File: src/rtl/spim_pkg.sv
package spim_pkg;
    localparam logic [2:0] A_CFG  = 3'd0;
    localparam logic [2:0] A_CTRL = 3'd1;
    localparam logic [2:0] A_TXD  = 3'd2;
    localparam logic [2:0] A_RXD  = 3'd3;
    localparam logic [2:0] A_STAT = 3'd4;
    localparam logic [2:0] A_SEL  = 3'd5;

    localparam int CB_LSB    = 8;
    localparam int CB_CSPOL  = 9;
    localparam int CB_CKPOL  = 10;
    localparam int CB_PHASE  = 11;
    localparam int CB_STREAM = 12;
    localparam int CB_EN     = 13;
    localparam int CB_IRQ    = 14;

    localparam logic [14:0] CFG_RESET = 15'h0002;

    typedef enum logic [1:0] {
        ST_IDLE,
        ST_LOW,
        ST_HIGH,
        ST_TAIL
    } spim_state_e;
endpackage

File: src/rtl/spim_regs.sv
module spim_regs
    import spim_pkg::*;
#(
    parameter int DW = 8
) (
    input  logic          clk,
    input  logic          rst_n,
    input  logic          we,
    input  logic [2:0]    addr,
    input  logic [31:0]   wdata,
    input  logic [DW-1:0] rx_data,
    input  logic          done,
    output logic [14:0]   cfg,
    output logic          sel_man,
    output logic          sel_lvl,
    output logic [DW-1:0] tx_data,
    output logic          start_req,
    output logic [7:0]    len_req,
    output logic [31:0]   rdata
);
    logic unused_wbits;
    assign unused_wbits = ^wdata;

    always_ff @(posedge clk or negedge rst_n) begin
        if (!rst_n) begin
            cfg     <= CFG_RESET;
            sel_man <= 1'b0;
            sel_lvl <= 1'b0;
            tx_data <= '0;
        end else if (we) begin
            if (addr == A_CFG) cfg <= wdata[14:0];
            if (addr == A_TXD) tx_data <= wdata[DW-1:0];
            if (addr == A_SEL) begin
                sel_man <= wdata[16];
                sel_lvl <= wdata[0];
            end
        end
    end

    assign start_req = we && (addr == A_CTRL) && wdata[0];
    assign len_req   = wdata[15:8];

    always_comb begin
        case (addr)
            A_CFG:   rdata = {17'd0, cfg};
            A_TXD:   rdata = 32'(tx_data);
            A_RXD:   rdata = 32'(rx_data);
            A_STAT:  rdata = {31'd0, done};
            A_SEL:   rdata = {15'd0, sel_man, 15'd0, sel_lvl};
            default: rdata = 32'd0;
        endcase
    end
endmodule

File: src/rtl/spim_timer.sv
module spim_timer #(
    parameter int PW = 8
) (
    input  logic          clk,
    input  logic          rst_n,
    input  logic          run,
    input  logic [PW-1:0] half,
    output logic          tick
);
    logic [PW-1:0] cnt;

    assign tick = run && (cnt == half - PW'(1));

    always_ff @(posedge clk or negedge rst_n) begin
        if (!rst_n)             cnt <= '0;
        else if (!run || tick)  cnt <= '0;
        else                    cnt <= cnt + PW'(1);
    end
endmodule

File: src/rtl/spim_engine.sv
module spim_engine
    import spim_pkg::*;
#(
    parameter int DW = 8
) (
    input  logic          clk,
    input  logic          rst_n,
    input  logic          start_req,
    input  logic [7:0]    len_req,
    input  logic [DW-1:0] tx_data,
    input  logic          lsb_first,
    input  logic          phase,
    input  logic          stream_en,
    input  logic          enable,
    input  logic          irq_en,
    input  logic          tick,
    input  logic          miso,
    output logic          busy,
    output logic          sclk_int,
    output logic          mosi,
    output logic [DW-1:0] rx_data,
    output logic          done,
    output logic          irq,
    output logic          stream_hold
);
    localparam int CW = $clog2(DW + 1);
    localparam int IW = $clog2(DW);
    localparam logic [7:0]    DW_B = 8'(DW);
    localparam logic [CW-1:0] DW_C = CW'(DW);

    spim_state_e state, state_nxt;

    logic [CW-1:0] bit_cnt;
    logic [CW-1:0] len_lat;
    logic [DW-1:0] tx_lat;
    logic [DW-1:0] rx_sh;
    logic [CW-1:0] len_eff;
    logic          start_go;
    logic          last_bit;
    logic [IW-1:0] idx_cur, idx_nxt, idx_first;

    function automatic logic [IW-1:0] bit_pos(input logic [CW-1:0] n,
                                              input logic [CW-1:0] len,
                                              input logic          lsb);
        logic [CW-1:0] p;
        p = lsb ? n : (len - CW'(1) - n);
        return p[IW-1:0];
    endfunction

    assign len_eff   = (len_req == 8'd0 || len_req > DW_B) ? DW_C : len_req[CW-1:0];
    assign start_go  = (state == ST_IDLE) && start_req && enable;
    assign last_bit  = (bit_cnt == len_lat - CW'(1));
    assign idx_cur   = bit_pos(bit_cnt, len_lat, lsb_first);
    assign idx_nxt   = bit_pos(bit_cnt + CW'(1), len_lat, lsb_first);
    assign idx_first = bit_pos('0, len_eff, lsb_first);
    assign busy      = (state != ST_IDLE);

    // next-state logic
    always_comb begin
        state_nxt = state;
        unique case (state)
            ST_IDLE: if (start_go) state_nxt = ST_LOW;
            ST_LOW:  if (tick)     state_nxt = ST_HIGH;
            ST_HIGH: if (tick)     state_nxt = last_bit ? ST_TAIL : ST_LOW;
            ST_TAIL: if (tick)     state_nxt = ST_IDLE;
        endcase
    end

    // state register
    always_ff @(posedge clk or negedge rst_n) begin
        if (!rst_n) state <= ST_IDLE;
        else        state <= state_nxt;
    end

    // datapath and outputs
    always_ff @(posedge clk or negedge rst_n) begin
        if (!rst_n) begin
            sclk_int    <= 1'b0;
            mosi        <= 1'b0;
            bit_cnt     <= '0;
            len_lat     <= DW_C;
            tx_lat      <= '0;
            rx_sh       <= '0;
            rx_data     <= '0;
            done        <= 1'b0;
            irq         <= 1'b0;
            stream_hold <= 1'b0;
        end else begin
            if (!stream_en || !enable) stream_hold <= 1'b0;
            unique case (state)
                ST_IDLE: begin
                    if (start_go) begin
                        tx_lat  <= tx_data;
                        len_lat <= len_eff;
                        bit_cnt <= '0;
                        rx_sh   <= '0;
                        done    <= 1'b0;
                        irq     <= 1'b0;
                        mosi    <= phase ? 1'b0 : tx_data[idx_first];
                    end
                end
                ST_LOW: begin
                    if (tick) begin
                        sclk_int <= 1'b1;
                        if (!phase) rx_sh[idx_cur] <= miso;
                        else        mosi <= tx_lat[idx_cur];
                    end
                end
                ST_HIGH: begin
                    if (tick) begin
                        sclk_int <= 1'b0;
                        bit_cnt  <= bit_cnt + CW'(1);
                        if (phase)          rx_sh[idx_cur] <= miso;
                        else if (!last_bit) mosi <= tx_lat[idx_nxt];
                    end
                end
                ST_TAIL: begin
                    if (tick) begin
                        done        <= 1'b1;
                        rx_data     <= rx_sh;
                        irq         <= irq_en;
                        stream_hold <= stream_en && enable;
                    end
                end
            endcase
        end
    end
endmodule

File: src/rtl/spim_top.sv
module spim_top
    import spim_pkg::*;
#(
    parameter int DW = 8
) (
    input  logic        clk,
    input  logic        rst_n,
    input  logic        bus_we,
    input  logic [2:0]  bus_addr,
    input  logic [31:0] bus_wdata,
    output logic [31:0] bus_rdata,
    input  logic        spi_miso,
    output logic        spi_sclk,
    output logic        spi_mosi,
    output logic        spi_cs,
    output logic        spi_irq
);
    localparam int PW = 8;

    logic [14:0]   cfg;
    logic          sel_man, sel_lvl;
    logic [DW-1:0] tx_data, rx_data;
    logic          start_req;
    logic [7:0]    len_req;
    logic          done, busy, tick, sclk_int, stream_hold;
    logic [PW-1:0] half;
    logic          cs_act;

    spim_regs #(.DW(DW)) u_regs (
        .clk(clk), .rst_n(rst_n), .we(bus_we), .addr(bus_addr), .wdata(bus_wdata),
        .rx_data(rx_data), .done(done), .cfg(cfg), .sel_man(sel_man), .sel_lvl(sel_lvl),
        .tx_data(tx_data), .start_req(start_req), .len_req(len_req), .rdata(bus_rdata)
    );

    assign half = (cfg[PW-1:0] == '0) ? PW'(1) : cfg[PW-1:0];

    spim_timer #(.PW(PW)) u_tmr (
        .clk(clk), .rst_n(rst_n), .run(busy), .half(half), .tick(tick)
    );

    spim_engine #(.DW(DW)) u_eng (
        .clk(clk), .rst_n(rst_n), .start_req(start_req), .len_req(len_req),
        .tx_data(tx_data), .lsb_first(cfg[CB_LSB]), .phase(cfg[CB_PHASE]),
        .stream_en(cfg[CB_STREAM]), .enable(cfg[CB_EN]), .irq_en(cfg[CB_IRQ]),
        .tick(tick), .miso(spi_miso), .busy(busy), .sclk_int(sclk_int),
        .mosi(spi_mosi), .rx_data(rx_data), .done(done), .irq(spi_irq),
        .stream_hold(stream_hold)
    );

    assign cs_act   = sel_man ? sel_lvl : (busy || stream_hold);
    assign spi_cs   = cfg[CB_CSPOL] ? cs_act : ~cs_act;
    assign spi_sclk = sclk_int ^ cfg[CB_CKPOL];
endmodule

File: config.mk
export PLATFORM = sky130hd
export DESIGN_NAME = spim_top
export DESIGN_NICKNAME = d
export VERILOG_FILES = /design/src/rtl/spim_pkg.sv /design/src/rtl/spim_regs.sv /design/src/rtl/spim_timer.sv /design/src/rtl/spim_engine.sv /design/src/rtl/spim_top.sv
export SDC_FILE = /design/constraint.sdc
export NUM_CORES = 1
export LEC_CHECK = 0
export ABC_CLOCK_PERIOD_IN_PS = 7000
export BUFFER_PORTS_ARGS = -buffer_cell sky130_fd_sc_hd__buf_4
export CELL_PAD_IN_SITES_DETAIL_PLACEMENT = 0
export CELL_PAD_IN_SITES_GLOBAL_PLACEMENT = 1
export CORE_MARGIN = 8
export CORE_UTILIZATION = 45
export CTS_CLUSTER_SIZE = 16
export DETAILED_ROUTE_END_ITERATION = 8
export PLACE_DENSITY_LB_ADDON = 0.1
export SYNTH_ARGS = -nofsm -noshare
export SYNTH_HDL_FRONTEND = slang
export SYNTH_SLANG_ARGS = --single-unit
export TNS_END_PERCENT = 10
File: constraint.sdc
create_clock -name clk -period 7 [get_ports clk]
set_clock_uncertainty 0.05 [all_clocks]
set_input_delay 0.7 -clock clk [delete_from_list [all_inputs] [get_ports clk]]
set_output_delay 0.7 -clock clk [all_outputs]
set_load 0.005 [all_outputs]
# [Yosys cells after proc, flatten, opt, wreduce, memory -nomap -nowiden]
# Index checks and enable logic that the tools add are counted.
# W data, S select, Z words.
[totals] out_inout_bits=36 register_bits=72
[op_classes] magnitude_cmp=5 n_addsub=7 n_eq_ne=19 n_reduce_logical=34 n_bitwise=2 muxes=51
[op_table] operator="$pmux W17 S5" n=1
[op_table] operator="$mux W8" n=7
[op_table] operator="$pmux W8 S3" n=1
[op_table] operator="$mux W1" n=20
[op_table] operator="$logic_not A8 Y1" n=2
[op_table] operator="$ne A2 B2 Y1 const B" n=8
[op_table] operator="$lt A3 B4 Y1 const B" n=3
[op_table] operator="$mux W4" n=3
[op_table] operator="$mux W2" n=5
[op_table] operator="$reduce_and A2 Y1" n=5
[op_table] operator="$bmux W1 S3" n=3
[op_table] operator="$mux W3" n=3
[op_table] operator="$reduce_and A3 Y1" n=3
[op_table] operator="$add A8 B1 Y8 const B" n=1
[op_table] operator="$bwmux W8" n=1
[op_table] operator="$eq A8 B8 Y1" n=1
[op_table] operator="$gt A8 B4 Y1 const B" n=1
[op_table] operator="$pmux W2 S4" n=1
[op_table] operator="$pmux W4 S2" n=1
[op_table] operator="$reduce_bool A2 Y1" n=4
[op_table] operator="$sub A8 B1 Y8 const B" n=1
[op_table] operator="$logic_and A1 B1 Y1" n=7
[op_table] operator="$reduce_and A7 Y1" n=1
[op_table] operator="$eq A3 B2 Y1 const B" n=2
[op_table] operator="other kinds (23)" n=33

# [Longest topological paths before layout]
# Gate-level depths: netlist of the first run.
[depth] depth_word=11 depth_mapped=12

# [Modules after synthesis]
# Synthesis of the first run repeated with hierarchy kept, for this count alone.
[unflattened] hier_cells=474 area_unflattened_um2=4750.8
[by_module_without_submodules] mod="spim_engine" area_each_um2=2516.2 n_inst=1 cells_each=259
[by_module_without_submodules] mod="spim_regs" area_each_um2=1451.4 n_inst=1 cells_each=123
[by_module_without_submodules] mod="spim_timer" area_each_um2=701.9 n_inst=1 cells_each=77
[by_module_without_submodules] mod="spim_top" area_each_um2=81.3 n_inst=1 cells_each=15

# [Least setup slack after synthesis of the first run]
# Ideal clock, no wire load.
[synth_path] kind="reg2reg" startpoint="reg u_eng.len_lat[0]" endpoint="reg u_eng.mosi" stages_incl_launch_ff=12 t_arrival_ns=2.680 path_buffers=1 required_ns=6.822 setup_slack_ns=4.142 path_cell_list="dfrtp_1 > inv_1 > ha_1 > fa_1 > or2_1 > and2_0 > clkbuf_1 > or4_1 > a21o_1 > o2111ai_1 > a32o_1 > mux2i_1"
[synth_via] elab_chain_len=9 word_cells_on_any_way=18 classes_between="3 x add/sub; 2 x eq/ne; 12 x mux; 1 x reduce/logical"
[synth_rtl] element="start, declared" line_no="spim_engine.sv:34" rtl="logic [CW-1:0] len_lat;"
[synth_rtl] element="start signal, assigned" line_no="spim_engine.sv:94" rtl="len_lat <= len_eff;"
[synth_rtl] element="$sub A4 B1 Y4 *" line_no="spim_engine.sv:52" rtl="assign last_bit = (bit_cnt == len_lat - CW'(1));"
[synth_rtl] element="$sub A3 B3 Y3" line_no="spim_engine.sv:46" rtl="p = lsb ? n : (len - CW'(1) - n);"
[synth_rtl] element="$mux W3" line_no="spim_engine.sv:46"
[synth_rtl] element="$bmux W1 S3" line_no="spim_engine.sv:114" rtl="else if (!last_bit) mosi <= tx_lat[idx_nxt];"
[synth_rtl] element="$mux W1 (implied by the code)" line_no="spim_engine.sv:114"
[synth_rtl] element="$mux W1" line_no="spim_engine.sv:114"
[synth_rtl] element="$mux W1" line_no="spim_engine.sv:113" rtl="if (phase) rx_sh[idx_cur] <= miso;"
[synth_rtl] element="$mux W1" line_no="spim_engine.sv:110" rtl="if (tick) begin"
[synth_rtl] element="$pmux W1 S3" line_no="spim_engine.sv:90" rtl="unique case (state)"
[synth_rtl] element="end signal, assigned" line_no="spim_engine.sv:99" rtl="mosi <= phase ? 1'b0 : tx_data[idx_first];"
[synth_rtl] element="end signal, assigned" line_no="spim_engine.sv:106" rtl="else mosi <= tx_lat[idx_cur];"
[synth_rtl] element="end signal, assigned" line_no="spim_engine.sv:114"
[synth_rtl] element="end, declared" line_no="spim_engine.sv:20" rtl="output logic mosi,"
# Mark *: on every way between the ends. The rest lies on a longest branch, timed or not. The select of a mux whose other input is x is not followed.
# A chain may end at the register's enable or synchronous reset.

# [Worst setup path in the final report of the first run]
[layout_path] startpoint="reg u_regs.cfg[5]" endpoint="reg u_eng.rx_sh[4]"
[layout_via] elab_chain_len=7 word_cells_on_any_way=8 classes_between="1 x add/sub; 3 x eq/ne; 1 x mux; 3 x reduce/logical"
[layout_rtl] element="start, declared" line_no="spim_regs.sv:13" rtl="output logic [14:0] cfg,"
[layout_rtl] element="start signal, assigned" line_no="spim_regs.sv:31" rtl="if (addr == A_CFG) cfg <= wdata[14:0];"
[layout_rtl] element="$logic_not A8 Y1" line_no="spim_top.sv:35" rtl="assign half = (cfg[PW-1:0] == '0) ? PW'(1) : cfg[PW-1:0];"
[layout_rtl] element="$mux W8 *" line_no="spim_top.sv:35"
[layout_rtl] element="$sub A8 B1 Y8 *" line_no="spim_timer.sv:12" rtl="assign tick = run && (cnt == half - PW'(1));"
[layout_rtl] element="$eq A8 B8 Y1 *" line_no="spim_timer.sv:12"
[layout_rtl] element="$logic_and A1 B1 Y1 *" line_no="spim_timer.sv:12"
[layout_rtl] element="$ne A2 B2 Y1 (no line)"
[layout_rtl] element="$reduce_and A6 Y1 (no line) *"
[layout_rtl] element="end signal, assigned by index" line_no="spim_engine.sv:105" rtl="if (!phase) rx_sh[idx_cur] <= miso;"
[layout_rtl] element="end signal, assigned by index" line_no="spim_engine.sv:113"
[layout_rtl] element="end, declared" line_no="spim_engine.sv:36" rtl="logic [DW-1:0] rx_sh;"
# Mark *: on every way between the ends. The rest lies on a longest branch, timed or not.

==> flow_summary.ini, run 1 <==
[outcome]
status = finished, final reports clean

[run]
max_cap_violations = 0

[pwr]
p_sw_mw = 0.6449
peakVddDrop_mv = 0.1337
p_int_mw = 0.9486
netSwitchingFraction_pct = 40.47
power_density_nw_per_um2 = 306.1
p_leak_nw = 2.359
power_frac_seq_pct = 40.5
combPwrFrac_pct = 40.4
pwr-share-clk_pct = 19.1

[clock_network]
root_buffer = clkbuf_8
cts_tree = done
cts_setup_buffers = 0
cts_resized = 0
clk_latency_ps = 370
htreeDepth = 3
cts_buffers = 9
path_clk_slew_ps = 90
cts_buffer_depth = 2
cts_sinks = 72
ctsHoldBuffers = 0

[placed_design]
port-buffer-count = 43
post-dp-hpwl_um = 8694
place_congestion = 0.7900

[layout]
antennaDiodeCount = 0
fin_nets = 568
final-seq-area_um2 = 1804
final_layout_size_suffix_gt1_share_pct = 23.27
fillers = 989
final_core_util_pct = 50.87
syn2layout_area_growth_pct = 10.67
multi_input_area_um2 = 2646

[setup_path]
crit_arrival_ps = 3460
r2r_setup_slack_ps = 3710
required_ps = 7170
startpoint_type = flip-flop
crit_type = flip-flop to flip-flop
crit_path_max_fanout = 10
crit_path_end_kind = flip-flop

[timing]
maxSlewHeadroom_pct = 37.28
drv_slew = 0
worst_pin_slew_ps = 940.9
period_share_pct = 46.98
hold_viol = 0
fmaxAchievable_mhz = 304.1
rsz0062_at_grt = false
setup_viol_count_final = 0
layout_min_cycle_time_ps = 3289
tns_ps = 0

[synth]
netlist_area_um2 = 4703
synthArstFlopShare_pct = 100.0
synth_top_area_share_pct = 37.24
ys_ff_latch = 72
ys_seq_area_share_pct = 38.36
yosysUniqueCellTypes = 68
synth_ff_type = dfrtp_1
synth_area_per_cell_um2 = 9.798
synthCells = 480
yosys.area.top_type = dfrtp_1
synth_edf_count = 0
yosysWarnings = 0
synth.most_common_cell = dfrtp_1
synth_common_cells = 70 x dfrtp_1, 48 x nand2_1, 38 x nor2_1
synth.area.top_cells = dfrtp_1 37%, mux2_2 8.6%, mux2i_1 4.0%

[floorplan]
rows = 37
dieArea_um2 = 13980
core_area_um2 = 10230
ios = 75
start_util_pct = 45.97
die_w_um = 118.2
die_h_um = 118.2

[drt]
ant_nets = 0
routed_wl_um = 11750
avgRoutedWirePerCell_um = 17.91
dr.pass1.iters = 5
drtIter0Drc = 294
avgViaCountPerCell = 5.488
num_vias = 3600
drc_errors = 0

[global_route]
busiest_layer = met2
grt_max_degree = 73
grt_pass1_wl_um = 19450
grtUsageTotal_pct = 17.07
met3_usage_pct = 3.713
overflow = 0
grt_util_met1_pct = 23.37
grtUsageMet2_pct = 26.07
grt_pass1_vias = 3684
grt_antenna_before_repair = 0

[min_path]
hold_path.class = primary input to async pin
==> final cells by class <==
| type | count | area share, % |
|---|---|---|
| Clock buffer | 10 | 2.452 |
| Clock inverter | 6 | 0.8413 |
| Inverter | 22 | 1.587 |
| Multi-Input combinational cell | 366 | 50.84 |
| Sequential cell | 72 | 34.66 |
| Tap cell | 136 | 3.269 |
| Timing Repair Buffer | 44 | 6.346 |
==> per-layer routing <==
layer | vias to the layer above | routed length (um)
met1 | 1752 | 5680
met2 | 82 | 5297
met3 | 17 | 623
li1 | 1749 | -
met5 | - | 0
met4 | 0 | 147
==> power groups by stage <==
stage,clock [mW],combinational (mW),sequential (mW)
5_1_grt,0.327,0.727,0.663
4_1_cts,0.311,0.645,0.645
6_report,0.305,0.644,0.645
3_5_place_dp,0,0.643,0.652
3_3_place_gp,0,0.633,0.650
2_1_floorplan,0,0.522,0.599
==> metrics by stage <==
step / hold slack (ps) / setup WS (ps) / cell area (um2) / total power, mW / instances
final: 416.6 / 3711 / 5205 / 1.593 / 656
after global placement: 440.6 / 3803 / 5034 / 1.283 / 640
after global routing: 488.0 / 3469 / 5205 / 1.717 / 656
after floorplan: 354.4 / 4142 / 4760 / 1.122 / 495
after detailed placement: 442.9 / 3811 / 5034 / 1.295 / 640
after CTS: 466.1 / 3788 / 5205 / 1.602 / 656
==> logic make-up after synthesis <==
kind of cell	after synthesis	share of synthesized area, %
other cells	1	0.07973
xor+xnor	22	4.416
fa+ha+maj	14	4.044
compound gates	84	12.90
flops	72	38.36
mux	63	15.22
simple gates	167	18.41
buf+inv	57	6.571
==> flip-flops by register name (all words and copies together), names as in the netlist <==
| register | cells |
|---|---|
| u_eng.rx_data | 8 |
| u_eng.bit_cnt | 4 |
| u_regs.cfg | 15 |
| u_regs.sel_man | 1 |
| u_eng.tx_lat | 8 |
| u_tmr.cnt | 8 |
| u_eng.done | 1 |
| u_eng.mosi | 1 |
| u_regs.sel_lvl | 1 |
| u_eng.state | 2 |
| u_eng.stream_hold | 1 |
| u_eng.len_lat | 4 |
| u_eng.irq | 1 |
| u_regs.tx_data | 8 |
| u_eng.rx_sh | 8 |
| u_eng.sclk_int | 1 |
==> layout by cell type (no fill, tap or decap), types with 3 or more instances in the layout <==
cell type	n
o21ai_1	8
nor3b_1	4
clkbuf_8	9
nor2b_1	6
nor3_1	9
nand3_1	17
nand4_1	5
o21ai_0	13
and2_1	10
xor2_1	10
nor4_1	5
inv_1	22
nor3_2	3
conb_1	16
mux2i_1	19
ha_1	12
a31oi_1	10
buf_4	44
a21oi_1	16
mux2_4	8
mux2_2	36
a22oi_1	8
nand2_1	48
o211a_1	4
xnor2_1	11
and3_1	6
dfrtp_1	70
nor2_1	38
==> worst paths after layout <==
| path | startpoint | end | cells past startpoint |
|---|---|---|---|
| max | u_regs.cfg[5]$_DFFE_PN0P_ | u_eng.rx_sh[4]$_DFFE_PN0P_ | 10 |
| min | rst_n | u_eng.tx_lat[3]$_DFFE_PN0P_ | 1 |
| max reg2reg | u_regs.cfg[5]$_DFFE_PN0P_ | u_eng.rx_sh[4]$_DFFE_PN0P_ | 10 |
| min reg2reg | u_eng.len_lat[1]$_DFFE_PN0P_ | u_eng.len_lat[1]$_DFFE_PN0P_ | 2 |
| max in group asynchronous | rst_n | u_regs.cfg[14]$_DFFE_PN0P_ | 1 |
| min in group clk | u_eng.len_lat[1]$_DFFE_PN0P_ | u_eng.len_lat[1]$_DFFE_PN0P_ | 2 |
==> worst max-delay path, stage by stage, from the launching register on <==
cell and delay, ps:
dfrtp_1 580, nor4_1 100, a21oi_1 280, ha_1 240, nor3b_2 300, mux2i_1 240, nand3b_1 150, a311oi_1 410
nand4_1 430, a31oi_1 280, o21ai_1 80
Power figures use the tool's default switching activity.
==> run 2, diff against run 1 <==
--- a/config.mk
+++ b/config.mk
@@ -5,12 +5,12 @@
 export SDC_FILE = /design/constraint.sdc
 export NUM_CORES = 1
 export LEC_CHECK = 0
-export ABC_CLOCK_PERIOD_IN_PS = 7000
+export ABC_CLOCK_PERIOD_IN_PS = 3190
 export BUFFER_PORTS_ARGS = -buffer_cell sky130_fd_sc_hd__buf_4
 export CELL_PAD_IN_SITES_DETAIL_PLACEMENT = 0
 export CELL_PAD_IN_SITES_GLOBAL_PLACEMENT = 1
 export CORE_MARGIN = 8
-export CORE_UTILIZATION = 45
+export CORE_UTILIZATION = 44
 export CTS_CLUSTER_SIZE = 16
 export DETAILED_ROUTE_END_ITERATION = 8
 export PLACE_DENSITY_LB_ADDON = 0.1
==> constraint.sdc (replaced) <==
create_clock -name clk -period 3.19 [get_ports clk]
set_clock_uncertainty 0.05 [all_clocks]
set_input_delay 0.319 -clock clk [delete_from_list [all_inputs] [get_ports clk]]
set_output_delay 0.319 -clock clk [all_outputs]
set_load 0.005 [all_outputs]
==> run 2 against run 1 <==
Compared with the run above:
- cell count rose by 2.3%
- sequential share of layout area fell by 1.1 points
- combinational power up 140%
- sequential power up 120%
- non-clock buffer count is 15 higher
- critical path depth unchanged
- via count increased by 1.0%
- routed wire length increased by 2.3%
- clock power grew to 2.5 times the previous value
- setup slack got worse by 3500 ps
- global-route usage grew 0.24 points
- register-to-register slack lost 3500 ps
==> flow_summary.ini, run 2 (synthesis gave the netlist of run 1 again) <==
[floorplan]
ios = 75
die_h_um = 119.4
die_w_um = 119.4
start_util_pct = 45.35
rows = 37
dieArea_um2 = 14250
core_area_um2 = 10370

[setup_path]
startpoint_type = flip-flop
reg2reg_depth = 10
crit_path_end_kind = flip-flop
max_stage_delay_ps = 600
crit_arrival_ps = 3210
r2r_end = u_eng.rx_data[0]$_DFFE_PN0P_
required_ps = 3390
rr_startpoint = u_regs.cfg[1]$_DFFE_PN1P_
r2r_setup_slack_ps = 180
worstPathCellList = nor3_1 -> a21oi_2 -> ha_1 -> nor3b_4 -> xor2_1 -> nand3_1 -> a311o_4 -> nor2_8 -> nand2_8 -> mux2_4
crit_type = flip-flop to flip-flop
slowest_stage = dfstp_2
crit_path_max_fanout = 9

[layout]
fin_nets = 583
regMostFlops = u_regs.cfg
antennaDiodeCount = 0
final_common_cell = dfrtp_1
fin_cells = 671
final_layout_size_suffix_gt1_share_pct = 26.36
fillers = 992
final_cell_mix = 70 x dfrtp_1, 59 x buf_4, 48 x nand2_1
final_cell_area_um2 = 5376
largest_register_ffs = 15
syn2layout_area_growth_pct = 14.31

[clock_network]
clk_latency_ps = 360
htreeDepth = 3
cts_sinks = 72
cts_buffers = 9
ctsHoldBuffers = 0
root_buffer = clkbuf_8
cts_buffer_depth = 2
path_clk_slew_ps = 90
cts_tree = done

[placed_design]
port-buffer-count = 43
post-dp-hpwl_um = 9016
placed_cells = 655
place_area_um2 = 5146
place_congestion = 0.8271

[drt]
top_layer = met4
dr.pass1.iters = 4
met3_length_um = 489
wl_met2_um = 5415
avgRoutedWirePerCell_um = 17.92
drc_errors = 0
routed_wl_um = 12020
ant_nets = 0
num_vias = 3637
avgViaCountPerCell = 5.420
drtIter0Drc = 237
wl_met1_um = 6008

[timing]
worst_pin_slew_ps = 936.8
fmaxAchievable_mhz = 331.8
tns_ps = 0
rsz0062_at_grt = false
drv_slew = 0
layout_min_cycle_time_ps = 3014
hold_ws_ps = 39.70
setup_viol_count_final = 0
maxSlewHeadroom_pct = 37.54
period_share_pct = 94.47
hold_viol = 0

[global_route]
grtUsageTotal_pct = 17.31
grt_max_degree = 73
grt_pass1_vias = 3742
grt_pass1_wl_um = 19980
grt_antenna_before_repair = 0
overflow = 0

[min_path]
hold_path.class = primary input to async pin

[outcome]
status = finished, final reports clean

[pwr]
peakVddDrop_mv = 0.4051
design_power_total_mw = 3.697
p_leak_nw = 2.448
power_density_nw_per_um2 = 687.6

[run]
max_cap_violations = 0
-- run 2: through the flow --
stage | util [%] | setup WS (ps)
after floorplan | - | 331.7
after global placement | 49.63 | 118.8
after detailed placement | 49.63 | 103.0
after CTS | 51.59 | 72.23
after global routing | 51.85 | 12.79
final | 51.85 | 176.3
-- run 2: timing repair --
| action | in CTS | in global routing |
|---|---|---|
| endpoints found under the setup margin | 0 | 27 |
| resized for setup | 0 | 5 |
| buffers inserted | 0 | 0 |
-- run 2: worst max path at each step --
stage                                  from                           end
5_1_grt           u_regs.cfg[1]$_DFFE_PN1P_  u_eng.rx_data[0]$_DFFE_PN0P_
3_5_place_dp      u_regs.cfg[1]$_DFFE_PN1P_        u_tmr.cnt[3]$_DFF_PN0_
6_report          u_regs.cfg[1]$_DFFE_PN1P_  u_eng.rx_data[0]$_DFFE_PN0P_
4_1_cts           u_regs.cfg[1]$_DFFE_PN1P_        u_tmr.cnt[3]$_DFF_PN0_
2_1_floorplan  u_eng.len_lat[0]$_DFFE_PN0P_        u_eng.mosi$_DFFE_PN0P_
3_3_place_gp      u_regs.cfg[7]$_DFFE_PN0P_        u_tmr.cnt[3]$_DFF_PN0_
-- run 2: layout make-up --
class / count / area [um2] / area share (%)
clock inverters: 7 / 80.08 / 1.489
flip-flops and latches: 72 / 1804 / 33.56
multi-input cells: 366 / 2673 / 49.71
well taps: 136 / 170.2 / 3.165
clock buffers: 9 / 123.9 / 2.304
inverters: 22 / 82.58 / 1.536
repair buffers: 59 / 442.9 / 8.238
-- run 2: power by group --
group          leakage [nW]  internal [mW]  switching, mW
Combinational          1.43          0.716          0.824
Clock                 0.102          0.371          0.397
Sequential            0.915           1.14          0.243
Total                  2.45           2.23           1.47
-- run 2: worst max-delay path, delay by kind of cell (launching register included) --
family                     cells  cell delay, ps
and+or+nand+nor                5             840
xor gates and xnor gates       1             180
DFF                            1             600
adders and majority gates      1             220
muxes                          1             330
AOI/OAI and AO/OA              2             680
-- run 2: per-layer routing --
metal / vias to the layer above / GRT usage (%)
met2: 70 / 26.66
li1: 1767 / -
met3: 10 / 3.637
met1: 1790 / 24.30
met5: - / 0
met4: 0 / 4.137
==> run 3, diff against run 2 <==
--- a/config.mk
+++ b/config.mk
@@ -5,7 +5,7 @@
 export SDC_FILE = /design/constraint.sdc
 export NUM_CORES = 1
 export LEC_CHECK = 0
-export ABC_CLOCK_PERIOD_IN_PS = 3190
+export ABC_CLOCK_PERIOD_IN_PS = 3200
 export BUFFER_PORTS_ARGS = -buffer_cell sky130_fd_sc_hd__buf_4
 export CELL_PAD_IN_SITES_DETAIL_PLACEMENT = 0
 export CELL_PAD_IN_SITES_GLOBAL_PLACEMENT = 1
==> constraint.sdc (replaced) <==
create_clock -name clk -period 3.2 [get_ports clk]
set_clock_uncertainty 0.05 [all_clocks]
set_input_delay 0.32 -clock clk [delete_from_list [all_inputs] [get_ports clk]]
set_output_delay 0.32 -clock clk [all_outputs]
set_load 0.005 [all_outputs]
==> run 3 against run 2 <==
Compared with the run above:
- sequential cell count is the same
- setup slack better by 6.5 ps
- non-clock buffer count grew 1
- largest power group unchanged
- cell count did not move
- critical path type unchanged
- design area shrank 0.40%
- utilization decreased by 0.21 points
- sequential power about the same
- register-to-register slack hardly changed
- maximum frequency down 0.12%
==> flow_summary.ini, run 3 (synthesis gave the netlist of run 1 again) <==
[pwr]
peakVddDrop_mv = 0.3772
power_density_nw_per_um2 = 679.9
design_power_total_mw = 3.641
p_leak_nw = 2.441

[min_path]
hold_path.class = primary input to async pin

[timing]
maxSlewHeadroom_pct = 37.22
drv_slew = 0
tns_ps = 0
hold_ws_ps = 35.99
period_share_pct = 94.29
layout_min_cycle_time_ps = 3017
fmaxAchievable_mhz = 331.4
rsz0062_at_grt = false
hold_viol = 0
worst_pin_slew_ps = 941.7
setup_viol_count_final = 0

[drt]
dr.pass1.iters = 4
avgViaCountPerCell = 5.458
ant_nets = 0
num_vias = 3662
drc_errors = 0
avgRoutedWirePerCell_um = 17.77
routed_wl_um = 11930
drtIter0Drc = 215

[placed_design]
place_congestion = 0.8178
post-dp-hpwl_um = 9012
port-buffer-count = 43

[layout]
fin_nets = 584
syn2layout_area_growth_pct = 13.86
largest_register_ffs = 15
final_cell_mix = 70 x dfrtp_1, 60 x buf_4, 48 x nand2_1
final_common_cell = dfrtp_1
antennaDiodeCount = 0
final_layout_size_suffix_gt1_share_pct = 25.79
regMostFlops = u_regs.cfg

[clock_network]
cts_buffers = 9
htreeDepth = 3
clk_latency_ps = 350
cts_buffer_depth = 2
root_buffer = clkbuf_8
cts_tree = done
cts_setup_buffers = 0
cts_sinks = 72
path_clk_slew_ps = 80

[run]
max_cap_violations = 0

[global_route]
grt_pass1_wl_um = 20070
grtUsageTotal_pct = 17.49
grt_max_degree = 73
grt_pass1_vias = 3863
grt_antenna_before_repair = 0
overflow = 0

[floorplan]
start_util_pct = 45.35
rows = 37
die_h_um = 119.4
dieArea_um2 = 14250
ios = 75
die_w_um = 119.4
core_area_um2 = 10370

[setup_path]
required_ps = 3390
crit_type = flip-flop to flip-flop
crit_arrival_ps = 3200
max_stage_delay_ps = 600
crit_path_end_kind = flip-flop
crit_family = simple AND/OR/NAND/NOR gates
slowest_stage = dfstp_2
startpoint_type = flip-flop
cp_num_buf_inv = 0
crit_path_max_fanout = 9
worstPathCellList = nor3_1 -> a21oi_2 -> ha_1 -> nor3b_2 -> xor2_1 -> nand3_1 -> a311o_4 -> nor2_8 -> nand2_8 -> mux2_4

[outcome]
status = finished, final reports clean
-- run 3: final timing paths --
path                                         startpoint                            to  slack, ps  cells past startpoint
max in group asynchronous                         rst_n  u_eng.len_lat[2]$_DFFE_PN0P_       2440                      1
max                           u_regs.cfg[1]$_DFFE_PN1P_  u_eng.rx_data[5]$_DFFE_PN0P_        180                     10
min in group clk                           bus_wdata[1]     u_regs.cfg[1]$_DFFE_PN1P_        140                      3
min reg2reg                u_eng.rx_data[0]$_DFFE_PN0P_  u_eng.rx_data[0]$_DFFE_PN0P_        460                      1
min                                               rst_n   u_eng.tx_lat[0]$_DFFE_PN0P_         40                      1
max reg2reg                   u_regs.cfg[1]$_DFFE_PN1P_  u_eng.rx_data[5]$_DFFE_PN0P_        180                     10
-- run 3: area by class of cell --
class	instances	area, um2
clock inverter	3	42.54
sequential	72	1804
inverter	22	82.58
clock buffer	12	145.1
timing repair buffer	60	450.4
tap	136	170.2
multi-input combinational	366	2660
fill	1011	5015
-- run 3: layer usage --
layer / wire, um / vias to the layer above / GRT usage (%)
met5: 0 / - / 0
met4: 149 / 0 / 4.372
met3: 473 / 14 / 4.582
met2: 5462 / 78 / 27.50
met1: 5841 / 1795 / 23.47
li1: - / 1775 / -
-- run 3: metrics by stage --
step,area [um2],util [%],setup WS (ps),cells
detailed placement,5154,49.70,137.6,656
global route,5355,51.64,33.35,671
CTS,5341,51.51,105.1,671
floorplan,4760,-,341.7,495
global placement,5154,49.70,163.3,656
finish,5355,51.64,182.8,671
-- run 3: power breakdown --
group          total [mW]  leakage (nW)  internal, mW  switching [mW]
Combinational        1.53          1.43         0.714           0.818
Clock               0.730        0.0925         0.377           0.353
Sequential           1.38         0.915          1.14           0.238
Total                3.64          2.44          2.23            1.41
-- run 3: timing repair --
item                                    4_1_cts  5_1_grt
resized for setup                             0        3
hold buffers                                  0        0
endpoints found under the setup margin        0       25
